File: src/rtl/rxq_pkg.sv
package rxq_pkg;

    typedef enum logic [3:0] {
        ST_IDLE,
        ST_FBUF,
        ST_FNLO,
        ST_FNHI,
        ST_FCFG,
        ST_RECV,
        ST_WDATA,
        ST_WCNT,
        ST_WSTAT,
        ST_NEXT
    } rxq_state_e;

    // descriptor word indices
    localparam int DW_BUF    = 0;
    localparam int DW_NXT_LO = 2;
    localparam int DW_NXT_HI = 3;
    localparam int DW_CNT    = 4;
    localparam int DW_CFG    = 5;

    // register word indices
    localparam logic [2:0] RA_PTR  = 3'd0;
    localparam logic [2:0] RA_VLD  = 3'd1;
    localparam logic [2:0] RA_CTL  = 3'd2;
    localparam logic [2:0] RA_STAT = 3'd3;
    localparam logic [2:0] RA_DROP = 3'd4;

    function automatic logic [31:0] word_off(input int w);
        return 32'(w * 4);
    endfunction

endpackage

File: src/rtl/rxq_regs.sv
module rxq_regs #(
    parameter int DROP_W = 16
) (
    input  logic        clk,
    input  logic        rst_n,
    input  logic        we,
    input  logic [2:0]  waddr,
    input  logic [31:0] wdata,
    input  logic [2:0]  raddr,
    output logic [31:0] rdata,
    output logic [31:0] start_addr,
    output logic        start_pend,
    input  logic        start_ack,
    output logic        go,
    input  logic        eoq_set,
    output logic        eoq,
    input  logic        drop_inc,
    input  logic        busy
);
    import rxq_pkg::*;

    logic [31:0]       ptr_q;
    logic              go_q;
    logic              eoq_q;
    logic              pend_q;
    logic [DROP_W-1:0] drop_q;

    always_ff @(posedge clk) begin
        if (!rst_n) begin
            ptr_q  <= '0;
            go_q   <= 1'b0;
            eoq_q  <= 1'b0;
            pend_q <= 1'b0;
            drop_q <= '0;
        end else begin
            if (start_ack)
                pend_q <= 1'b0;
            if (we && waddr == RA_PTR)
                ptr_q <= wdata;
            if (we && waddr == RA_VLD && wdata[31] && go_q)
                pend_q <= 1'b1;
            if (we && waddr == RA_CTL)
                go_q <= wdata[0];
            if (we && waddr == RA_STAT && wdata[0])
                eoq_q <= 1'b0;
            if (eoq_set)
                eoq_q <= 1'b1;
            if (drop_inc)
                drop_q <= drop_q + 1'b1;
        end
    end

    always_comb begin
        unique case (raddr)
            RA_PTR:  rdata = ptr_q;
            RA_VLD:  rdata = {busy, 31'b0};
            RA_CTL:  rdata = {31'b0, go_q};
            RA_STAT: rdata = {31'b0, eoq_q};
            RA_DROP: rdata = 32'(drop_q);
            default: rdata = '0;
        endcase
    end

    assign start_addr = {ptr_q[31:5], 5'b0};
    assign start_pend = pend_q;
    assign go         = go_q;
    assign eoq        = eoq_q;

endmodule

File: src/rtl/rxq_pack.sv
module rxq_pack (
    input  logic        clk,
    input  logic        rst_n,
    input  logic        push,
    input  logic [1:0]  lane,
    input  logic [7:0]  byte_in,
    output logic [31:0] word
);
    logic [31:0] word_q;

    always_ff @(posedge clk) begin
        if (!rst_n) begin
            word_q <= '0;
        end else if (push) begin
            if (lane == 2'd0)
                word_q <= {24'b0, byte_in};
            else
                word_q[{lane, 3'b000} +: 8] <= byte_in;
        end
    end

    assign word = word_q;

endmodule

File: src/rtl/rxq_seq.sv
module rxq_seq #(
    parameter int CNT_W     = 16,
    parameter int MIN_FRAME = 64
) (
    input  logic        clk,
    input  logic        rst_n,
    input  logic        go,
    input  logic        start_pend,
    input  logic [31:0] start_addr,
    output logic        start_ack,
    output logic        eoq_set,
    output logic        drop_inc,
    output logic        busy,
    input  logic        rx_valid,
    input  logic        rx_last,
    input  logic        rx_err,
    output logic        rx_ready,
    output logic        pk_push,
    output logic [1:0]  pk_lane,
    input  logic [31:0] pk_word,
    output logic        mem_req,
    output logic        mem_we,
    output logic [31:0] mem_addr,
    output logic [31:0] mem_wdata,
    input  logic        mem_ack,
    input  logic [31:0] mem_rdata
);
    import rxq_pkg::*;

    rxq_state_e state_q, state_d;

    logic [31:0]      desc_q;
    logic [31:0]      buf_q;
    logic [31:5]      next_q;
    logic             last_q;
    logic [CNT_W-1:0] size_q;
    logic [CNT_W-1:0] cnt_q;
    logic             trunc_q;
    logic             crc_q;
    logic             done_q;
    logic             mid_q;
    logic [31:0]      waddr_q;

    logic             stored;
    logic [CNT_W-1:0] new_cnt;
    logic             need_wr;
    logic             start_go;
    logic             bad;
    logic             short_f;
    logic [31:0]      status_w;

    assign stored   = cnt_q < size_q;
    assign new_cnt  = cnt_q + CNT_W'(stored);
    assign need_wr  = (stored && cnt_q[1:0] == 2'd3) || (rx_last && new_cnt[1:0] != 2'd0);
    assign start_go = start_pend && !mid_q && !(rx_valid && !rx_last);
    assign bad      = trunc_q || crc_q;
    assign short_f  = cnt_q < CNT_W'(MIN_FRAME);
    assign status_w = {16'(size_q), 3'b000, crc_q, trunc_q, 2'b00, bad,
                       3'b000, short_f, 2'b00, 2'b11};

    // state register
    always_ff @(posedge clk) begin
        if (!rst_n)
            state_q <= ST_IDLE;
        else
            state_q <= state_d;
    end

    // transitions
    always_comb begin
        state_d = state_q;
        unique case (state_q)
            ST_IDLE:  if (start_go) state_d = ST_FBUF;
            ST_FBUF:  if (mem_ack) state_d = ST_FNLO;
            ST_FNLO:  if (mem_ack) state_d = ST_FNHI;
            ST_FNHI:  if (mem_ack) state_d = ST_FCFG;
            ST_FCFG:  if (mem_ack) state_d = mem_rdata[15] ? ST_RECV : ST_IDLE;
            ST_RECV:  if (rx_valid)
                          state_d = need_wr ? ST_WDATA : (rx_last ? ST_WCNT : ST_RECV);
            ST_WDATA: if (mem_ack) state_d = done_q ? ST_WCNT : ST_RECV;
            ST_WCNT:  if (mem_ack) state_d = ST_WSTAT;
            ST_WSTAT: if (mem_ack) state_d = ST_NEXT;
            ST_NEXT:  state_d = (last_q || !go) ? ST_IDLE : ST_FBUF;
            default:  state_d = ST_IDLE;
        endcase
    end

    // outputs
    always_comb begin
        mem_req   = 1'b0;
        mem_we    = 1'b0;
        mem_addr  = desc_q;
        mem_wdata = '0;
        rx_ready  = 1'b0;
        drop_inc  = 1'b0;
        start_ack = 1'b0;
        eoq_set   = 1'b0;
        pk_push   = 1'b0;
        unique case (state_q)
            ST_IDLE: begin
                rx_ready  = 1'b1;
                drop_inc  = rx_valid && rx_last;
                start_ack = start_go;
            end
            ST_FBUF: begin
                mem_req  = 1'b1;
                mem_addr = desc_q + word_off(DW_BUF);
            end
            ST_FNLO: begin
                mem_req  = 1'b1;
                mem_addr = desc_q + word_off(DW_NXT_LO);
            end
            ST_FNHI: begin
                mem_req  = 1'b1;
                mem_addr = desc_q + word_off(DW_NXT_HI);
            end
            ST_FCFG: begin
                mem_req  = 1'b1;
                mem_addr = desc_q + word_off(DW_CFG);
            end
            ST_RECV: begin
                rx_ready = 1'b1;
                pk_push  = rx_valid && stored;
            end
            ST_WDATA: begin
                mem_req   = 1'b1;
                mem_we    = 1'b1;
                mem_addr  = waddr_q;
                mem_wdata = pk_word;
            end
            ST_WCNT: begin
                mem_req   = 1'b1;
                mem_we    = 1'b1;
                mem_addr  = desc_q + word_off(DW_CNT);
                mem_wdata = 32'(cnt_q);
            end
            ST_WSTAT: begin
                mem_req   = 1'b1;
                mem_we    = 1'b1;
                mem_addr  = desc_q + word_off(DW_CFG);
                mem_wdata = status_w;
            end
            ST_NEXT: eoq_set = last_q;
            default: ;
        endcase
    end

    assign busy    = state_q != ST_IDLE;
    assign pk_lane = cnt_q[1:0];

    // datapath
    always_ff @(posedge clk) begin
        if (!rst_n) begin
            desc_q  <= '0;
            buf_q   <= '0;
            next_q  <= '0;
            last_q  <= 1'b0;
            size_q  <= '0;
            cnt_q   <= '0;
            trunc_q <= 1'b0;
            crc_q   <= 1'b0;
            done_q  <= 1'b0;
            mid_q   <= 1'b0;
            waddr_q <= '0;
        end else begin
            unique case (state_q)
                ST_IDLE: begin
                    if (rx_valid)
                        mid_q <= !rx_last;
                    if (start_go)
                        desc_q <= start_addr;
                end
                ST_FBUF: if (mem_ack) buf_q <= mem_rdata;
                ST_FNLO: if (mem_ack) next_q <= mem_rdata[31:5];
                ST_FNHI: if (mem_ack) last_q <= mem_rdata[31];
                ST_FCFG: if (mem_ack) begin
                    size_q  <= mem_rdata[31:16];
                    cnt_q   <= '0;
                    trunc_q <= 1'b0;
                    crc_q   <= 1'b0;
                    done_q  <= 1'b0;
                end
                ST_RECV: if (rx_valid) begin
                    cnt_q   <= new_cnt;
                    trunc_q <= trunc_q || !stored;
                    crc_q   <= crc_q || (rx_last && rx_err);
                    done_q  <= rx_last;
                    waddr_q <= buf_q + 32'((new_cnt - CNT_W'(1)) & ~CNT_W'(3));
                end
                ST_NEXT: if (!last_q) desc_q <= {next_q, 5'b0};
                default: ;
            endcase
        end
    end

endmodule

File: src/rtl/rxq_dma.sv
module rxq_dma #(
    parameter int CNT_W     = 16,
    parameter int MIN_FRAME = 64,
    parameter int DROP_W    = 16
) (
    input  logic        clk,
    input  logic        rst_n,
    input  logic        csr_we,
    input  logic [2:0]  csr_waddr,
    input  logic [31:0] csr_wdata,
    input  logic [2:0]  csr_raddr,
    output logic [31:0] csr_rdata,
    input  logic        rx_valid,
    input  logic [7:0]  rx_data,
    input  logic        rx_last,
    input  logic        rx_err,
    output logic        rx_ready,
    output logic        mem_req,
    output logic        mem_we,
    output logic [31:0] mem_addr,
    output logic [31:0] mem_wdata,
    input  logic        mem_ack,
    input  logic [31:0] mem_rdata
);
    logic [31:0] start_addr;
    logic        start_pend;
    logic        start_ack;
    logic        go;
    logic        eoq_set;
    logic        eoq_flag;
    logic        drop_inc;
    logic        busy;
    logic        pk_push;
    logic [1:0]  pk_lane;
    logic [31:0] pk_word;

    rxq_regs #(.DROP_W(DROP_W)) u_regs (
        .clk        (clk),
        .rst_n      (rst_n),
        .we         (csr_we),
        .waddr      (csr_waddr),
        .wdata      (csr_wdata),
        .raddr      (csr_raddr),
        .rdata      (csr_rdata),
        .start_addr (start_addr),
        .start_pend (start_pend),
        .start_ack  (start_ack),
        .go         (go),
        .eoq_set    (eoq_set),
        .eoq        (eoq_flag),
        .drop_inc   (drop_inc),
        .busy       (busy)
    );

    rxq_pack u_pack (
        .clk     (clk),
        .rst_n   (rst_n),
        .push    (pk_push),
        .lane    (pk_lane),
        .byte_in (rx_data),
        .word    (pk_word)
    );

    rxq_seq #(.CNT_W(CNT_W), .MIN_FRAME(MIN_FRAME)) u_seq (
        .clk        (clk),
        .rst_n      (rst_n),
        .go         (go),
        .start_pend (start_pend),
        .start_addr (start_addr),
        .start_ack  (start_ack),
        .eoq_set    (eoq_set),
        .drop_inc   (drop_inc),
        .busy       (busy),
        .rx_valid   (rx_valid),
        .rx_last    (rx_last),
        .rx_err     (rx_err),
        .rx_ready   (rx_ready),
        .pk_push    (pk_push),
        .pk_lane    (pk_lane),
        .pk_word    (pk_word),
        .mem_req    (mem_req),
        .mem_we     (mem_we),
        .mem_addr   (mem_addr),
        .mem_wdata  (mem_wdata),
        .mem_ack    (mem_ack),
        .mem_rdata  (mem_rdata)
    );

endmodule

File: config.mk
export PLATFORM = sky130hd
export DESIGN_NAME = rxq_dma
export DESIGN_NICKNAME = d
export VERILOG_FILES = /design/src/rtl/rxq_pkg.sv /design/src/rtl/rxq_regs.sv /design/src/rtl/rxq_pack.sv /design/src/rtl/rxq_seq.sv /design/src/rtl/rxq_dma.sv
export SDC_FILE = /design/constraint.sdc
export NUM_CORES = 1
export LEC_CHECK = 0
export BUFFER_PORTS_ARGS = -buffer_cell sky130_fd_sc_hd__buf_2
export CORE_UTILIZATION = 60
export CTS_BUF_LIST = sky130_fd_sc_hd__clkbuf_4 sky130_fd_sc_hd__clkbuf_8
export CTS_CLUSTER_SIZE = 30
export DETAILED_ROUTE_END_ITERATION = 10
export PLACE_DENSITY = 0.83
export SLEW_MARGIN = 25
export SYNTH_ARGS = -nofsm -noshare
export SYNTH_HDL_FRONTEND = slang
export SYNTH_SLANG_ARGS = --single-unit
File: constraint.sdc
create_clock -name clk -period 12.02 [get_ports clk]
set_input_delay 0.601 -clock clk [delete_from_list [all_inputs] [get_ports clk]]
set_output_delay 0.601 -clock clk [all_outputs]
set_load 0.03 [all_outputs]
* Word level (Yosys, flattened, before mapping) *
Index checks and enable logic that the tools add are counted.

storage, ports and cells
  flip-flop bits (word level) = 247
  input bits = 85
  output and inout bits = 99
  word-level logic and storage cells = 150

operators by class
  add/subtract/negate cells = 9
  magnitude comparators = 2
  eq/ne operators = 27
  shift-type cells = 2
  mux-type cells = 44
  reduce and logical (&&, ||, !) cells = 48

operators by type and width
  cell                                                         number
  one-hot mux 32 bit (5 select lines)                          2
  2-to-1 mux 32 bit                                            3
  one-hot mux 32 bit (3 select lines)                          1
  adder 32 x 4 -> 32 bit, second input constant                2
  adder 32 x 5 -> 32 bit, second input constant                2
  one-hot mux 32 bit (2 select lines)                          1
  2-to-1 mux 4 bit                                             10
  one-hot mux 4 bit (10 select lines)                          1
  adder 32 bit                                                 1
  bitwise mux 32 bit                                           1
  2-to-1 mux 16 bit                                            2
  one-hot mux 16 bit (2 select lines)                          1
  variable shift 8 x 7 -> 32 bit, first input constant         1
  variable part select 8 x 7 -> 32 bit                         1
  != test 2 bit, second input constant                         9
  subtractor 16 x 1 -> 17 bit, second input constant           1
  adder 16 x 1 -> 16 bit                                       1
  adder 16 x 1 -> 16 bit, second input constant                1
  == test 4 x 3 -> 1 bit, second input constant                4
  less-than comparator 16 bit                                  1
  less-than comparator 16 x 7 -> 1 bit, second input constant  1
  2-to-1 mux 1 bit                                             16
  logical AND 1 bit                                            15
  == test 3 x 2 -> 1 bit, second input constant                4
  other kinds (24)                                             50

* Depth between registers and ports, before layout *
  depth after elaboration = 8
  gate-level depth with buffers = 29
  depth with buffers taken out = 28

* Modules after synthesis *
From an unflattened synthesis, not the netlist that was laid out.

unflattened totals
  cell total of the unflattened synthesis = 1942
  area total of the unflattened synthesis = 15114.5 um^2

by module, submodules not included
  module    times used  cells each  area each (um^2)  sequential area each (um^2)
  rxq_seq   1           1517        11317.1           3283.1
  rxq_regs  1           313         2555.0            1021.0
  rxq_pack  1           112         1242.4            640.6

* Worst setup path after synthesis *
Ideal clock, no wire load.

  kind = register to register
  start = reg u_seq.cnt_q[9]
  end = reg u_seq.waddr_q[23]
  library setup time = 122 ps
  arrival time = 5744 ps
  data required time = 11898 ps
  setup slack = 6154 ps
  cell stages (with the launch flop) = 26
  path buffers = 1
  period minus slack after synthesis = 5866 ps
  cells stage by stage = dfxtp_1 > ha_1 > a21o_1 > a21o_1 > a21oi_1 > nor2b_1 > o21ai_0 > a21oi_1 > clkbuf_1 > nor3_1 > ha_1 > ha_1 > nand2_1 > or3_1 > xnor2_2 > nor4_4 > nand4_2 > nor2_1 > ha_1 > or3_1 > o211ai_1 > a31oi_1 > o21a_1 > o21ai_0 > mux2i_1 > a311o_1

between the ends
  longest elaborated chain between the ends = 4

RTL lines
  what                             line            text
  start: declaration               rxq_seq.sv:37   logic [CNT_W-1:0] cnt_q;
  start signal: assignment         rxq_seq.sv:184  cnt_q <= new_cnt;
  less-than comparator 16 bit      rxq_seq.sv:52   assign stored = cnt_q < size_q;
  adder 16 x 1 -> 16 bit (*)       rxq_seq.sv:53   assign new_cnt = cnt_q + CNT_W'(stored);
  subtractor 16 x 1 -> 17 bit (*)  rxq_seq.sv:188  waddr_q <= buf_q + 32'((new_cnt - CNT_W'(1)) & ~CNT_W'(3));
  adder 32 bit (*)                 rxq_seq.sv:188
  end signal: assignment           rxq_seq.sv:188
  end: declaration                 rxq_seq.sv:42   logic [31:0] waddr_q;

Mark *: on every way between the ends. The rest lies on a longest branch, timed or not.
A chain may end at the register's enable or synchronous reset.

* Worst setup path after layout *
  start = reg u_seq.size_q[9]
  end = reg u_seq.waddr_q[23]

between the ends
  longest elaborated chain between the ends = 4

RTL lines
  what                         line            text
  start: declaration           rxq_seq.sv:36   logic [CNT_W-1:0] size_q;
  start signal: assignment     rxq_seq.sv:177  size_q <= mem_rdata[31:16];
  less-than comparator 16 bit  rxq_seq.sv:52
  adder 16 x 1 -> 16 bit       rxq_seq.sv:53
  subtractor 16 x 1 -> 17 bit  rxq_seq.sv:188
  adder 32 bit                 rxq_seq.sv:188

Every way passes these cells.

==> results by group <==
Synth
  – Post-synthesis mux area share: 0.0498
  – Sequential area share after synthesis: 0.374
  – Top cell type's share of synthesized area: 0.374
  – Syn Nets: 1776
  – Yosys reg bits: 242
  – Synth warn: 0
  – Post-synthesis compound-gate area fraction: 0.215
  – Yosys cell types: 82
  – Synthesized area: 0.0129 sq mm
  – Count leader, synth: nand2_1
  – Largest family of logic cells by synthesized area: simple AND/OR/NAND/NOR gates
  – Biggest area consumer among synthesized cells: dfxtp_1
  – FFs w/ async S/R, synth: 0
  – Mapped Cells: 1637
  – Ys flop type: dfxtp_1
  – EDFF count, synth: 0
  – XOR/XNOR Fraction of Synth Area: 0.0403
  – Syn Area/Cell: 7.91 sq um
  – Post-synthesis adder-cell area fraction: 0.0528
  – Synth area leaders: dfxtp_1, nand2_1, a21oi_1, ha_1, nor2_1
  – Synth cell count leaders: nand2_1, dfxtp_1, a21oi_1, nor2_1, clkbuf_1
  – Simple-Gate Fraction of Synth Area: 0.221

Power
  – VDD IR-drop max: 122 uV
  – P per Cell Area: 231 mW/mm^2
  – Leak: 5.87 nW

Clock network
  – Max Buffers Root-to-Sink: 3
  – Clock-pin transition on the worst setup and hold timing paths: 60 ps
  – Worst skew pair latency: 570 ps
  – Clock root cell: clkbuf_8
  – H-tree Lvls: 2
  – Number of setup buffers added after CTS: 0
  – Post-CTS sizing: 0
  – Sink Count: 242
  – CTS tree: built
  – Hold_buf cts: 0
  – CTS Buf Count: 42

Timing
  – Final setup skew: 43.7 ps
  – Crit path time final: 6500 ps
  – Final TNS setup: 0 ps
  – Period utilisation layout: 0.541
  – Worst hold slack: 264 ps
  – Hold Vio Cnt, Final: 0
  – RSZ-0062 raised after global routing: false
  – Final setup viols: 0
  – Fmax: 154 MHz
  – Max-slew violations: 0
  – Worst rel slew slack: 0.318
  – Worst-Margin Slew: 1020 ps

Setup path
  – Critical Path Max Stage Delay: 470 ps
  – Worst path arrival time: 6930 ps
  – Critical path's most frequent cell: ha_1
  – CP startpoint kind: flip-flop
  – Reg-to-reg endpoint: u_seq.waddr_q[23]
  – RR Startpoint: u_seq.size_q[9]
  – Crit Path Max Fanout: 36
  – CP max-delay cell: a221oi_1
  – Worst Reg-to-Reg Cells: 28
  – Register-to-register setup slack: 5520 ps
  – Worst path required time: 12440 ps
  – Crit path from: u_seq.size_q[9]
  – Critical path endpoint category: flip-flop
  – Setup CP Type: reg -> reg

Routing
  – DR WL/cell: 19.2 microns
  – ANT nets after route: 0
  – DRC errors left: 0
  – Pre-antenna DRT Iters: 6
  – DR vias: 12800
  – Initial DRC count: 1254
  – Vias per cell: 6.17
  – Final wirelength: 39900 microns

Final layout
  – Nets@finish: 1909
  – Reg area: 0.00484 sq mm
  – Multi-input gate area: 0.00756 sq mm
  – Layout cells sized above 1: 0.183
  – Finished Cell Area: 0.0148 sq mm
  – # fillers: 1763
  – Post-layout util: 0.701
  – Area Growth Syn to Fin: 14.2%

Global route
  – Global-route wire length before repair: 61900 microns
  – Total gr overflow: 0
  – Vias in the first global route: 11600
  – Largest net degree at the start of global routing: 141
  – Initial antenna violation count: 2
  – GRT Resource Usage Total: 0.355

Worst hold path
  – WHS Path Cells: 3
  – Hold path start: csr_wdata[24]
  – Hold/Removal Path Class: in -> reg
  – Hold Path End: u_regs.ptr_q[24]

Die
  – Die ar.: 0.0222 sq mm
  – Height of the chip: 149 microns
  – Die Wd: 149 microns
  – Initial Util: 0.614
  – Core Rows: 53
  – Core ar.: 0.0211 sq mm
  – I/O pins: 184

Outcome
  – Outcome: finished, final reports clean

Placed design
  – Gpl congestion: 0.918
  – DP HPWL: 28000 microns
  – Port Buffer Count: 183
  – DP Area: 0.0139 sq mm

Job
  – Max_cap viols: 0
-- state kept, by name (all words and copies together) (netlist names) --
signal,cells
u_seq.crc_q,1
u_regs.drop_q,16
u_seq.size_q,16
u_seq.state_q,4
u_regs.go,1
u_seq.last_q,1
u_seq.desc_q,27
u_seq.mid_q,1
u_seq.cnt_q,16
u_seq.trunc_q,1
u_seq.next_q,27
u_regs.eoq,1
u_regs.ptr_q,32
u_regs.start_pend,1
u_pack.word,32
u_seq.buf_q,32
u_seq.done_q,1
u_seq.waddr_q,32
-- kinds of logic after synthesis --
group,after synthesis
AO/OA/AOI/OAI,454
flip-flops,242
AND/OR/NAND/NOR,624
XOR/XNOR,57
multiplexers,61
buffers and inverters,145
adder cells (fa/ha/maj),54
-- worst max-delay path, delay by kind of cell (launching register included) --
kind	cells	cell delay, ps
AOI/OAI and AO/OA	12	2520
xor gates and xnor gates	1	190
adders and majority gates	4	1240
buffers and inverters	2	310
DFF	1	350
muxes	1	140
and+or+nand+nor	8	1610
-- cell type report --
cell class	count	share of cell area
Multi-Input combinational cell	1250	0.511
Timing Repair Buffer	195	0.0680
Tap cell	275	0.0233
Clock buffer	65	0.0537
Sequential cell	242	0.328
Antenna cell	2	0.000338
Inverter	39	0.0102
Clock inverter	6	0.00550
-- layer usage --
| metal | track usage | routed length [microns] | vias to the layer above |
|---|---|---|---|
| li1 | - | - | 6059 |
| met1 | 0.499 | 16700 | 5988 |
| met2 | 0.533 | 17600 | 642 |
| met3 | 0.0685 | 4200 | 101 |
| met4 | 0.143 | 1360 | 0 |
| met5 | 0 | 0 | - |
-- power by group --
| group | internal [mW] | total [mW] | switching [mW] |
|---|---|---|---|
| clock network | 0.444 | 0.792 | 0.348 |
| registers | 0.859 | 0.929 | 0.0698 |
| logic | 0.658 | 1.70 | 1.04 |
-- through the flow --
stage	power, mW	setup slack, ps	std cells
2_1_floorplan	2.25	6150	1637
3_3_place_gp	2.58	5530	2001
3_5_place_dp	2.60	5360	2001
4_1_cts	3.40	5260	2072
5_1_grt	3.63	4980	2073
6_report	3.42	5520	2074
-- cell usage in the layout, fill, tap and decap left out, types with 37 or more instances in the layout --
| cell type | n |
|---|---|
| a22o_1 | 41 |
| buf_2 | 183 |
| nor2_1 | 122 |
| inv_1 | 38 |
| clkbuf_8 | 49 |
| nand3_1 | 37 |
| nand4_1 | 39 |
| dfxtp_1 | 242 |
| o21ai_0 | 71 |
| a21oi_1 | 211 |
| ha_1 | 53 |
| nand2_1 | 294 |
-- worst max-delay path by stage --
stage | to | cells past startpoint
2_1_floorplan | u_seq.waddr_q[23] | 25
3_3_place_gp | u_seq.waddr_q[23] | 25
3_5_place_dp | u_seq.waddr_q[23] | 26
4_1_cts | u_seq.waddr_q[23] | 26
5_1_grt | u_seq.waddr_q[26] | 28
6_report | u_seq.waddr_q[23] | 28
Power figures use the tool's default switching activity.
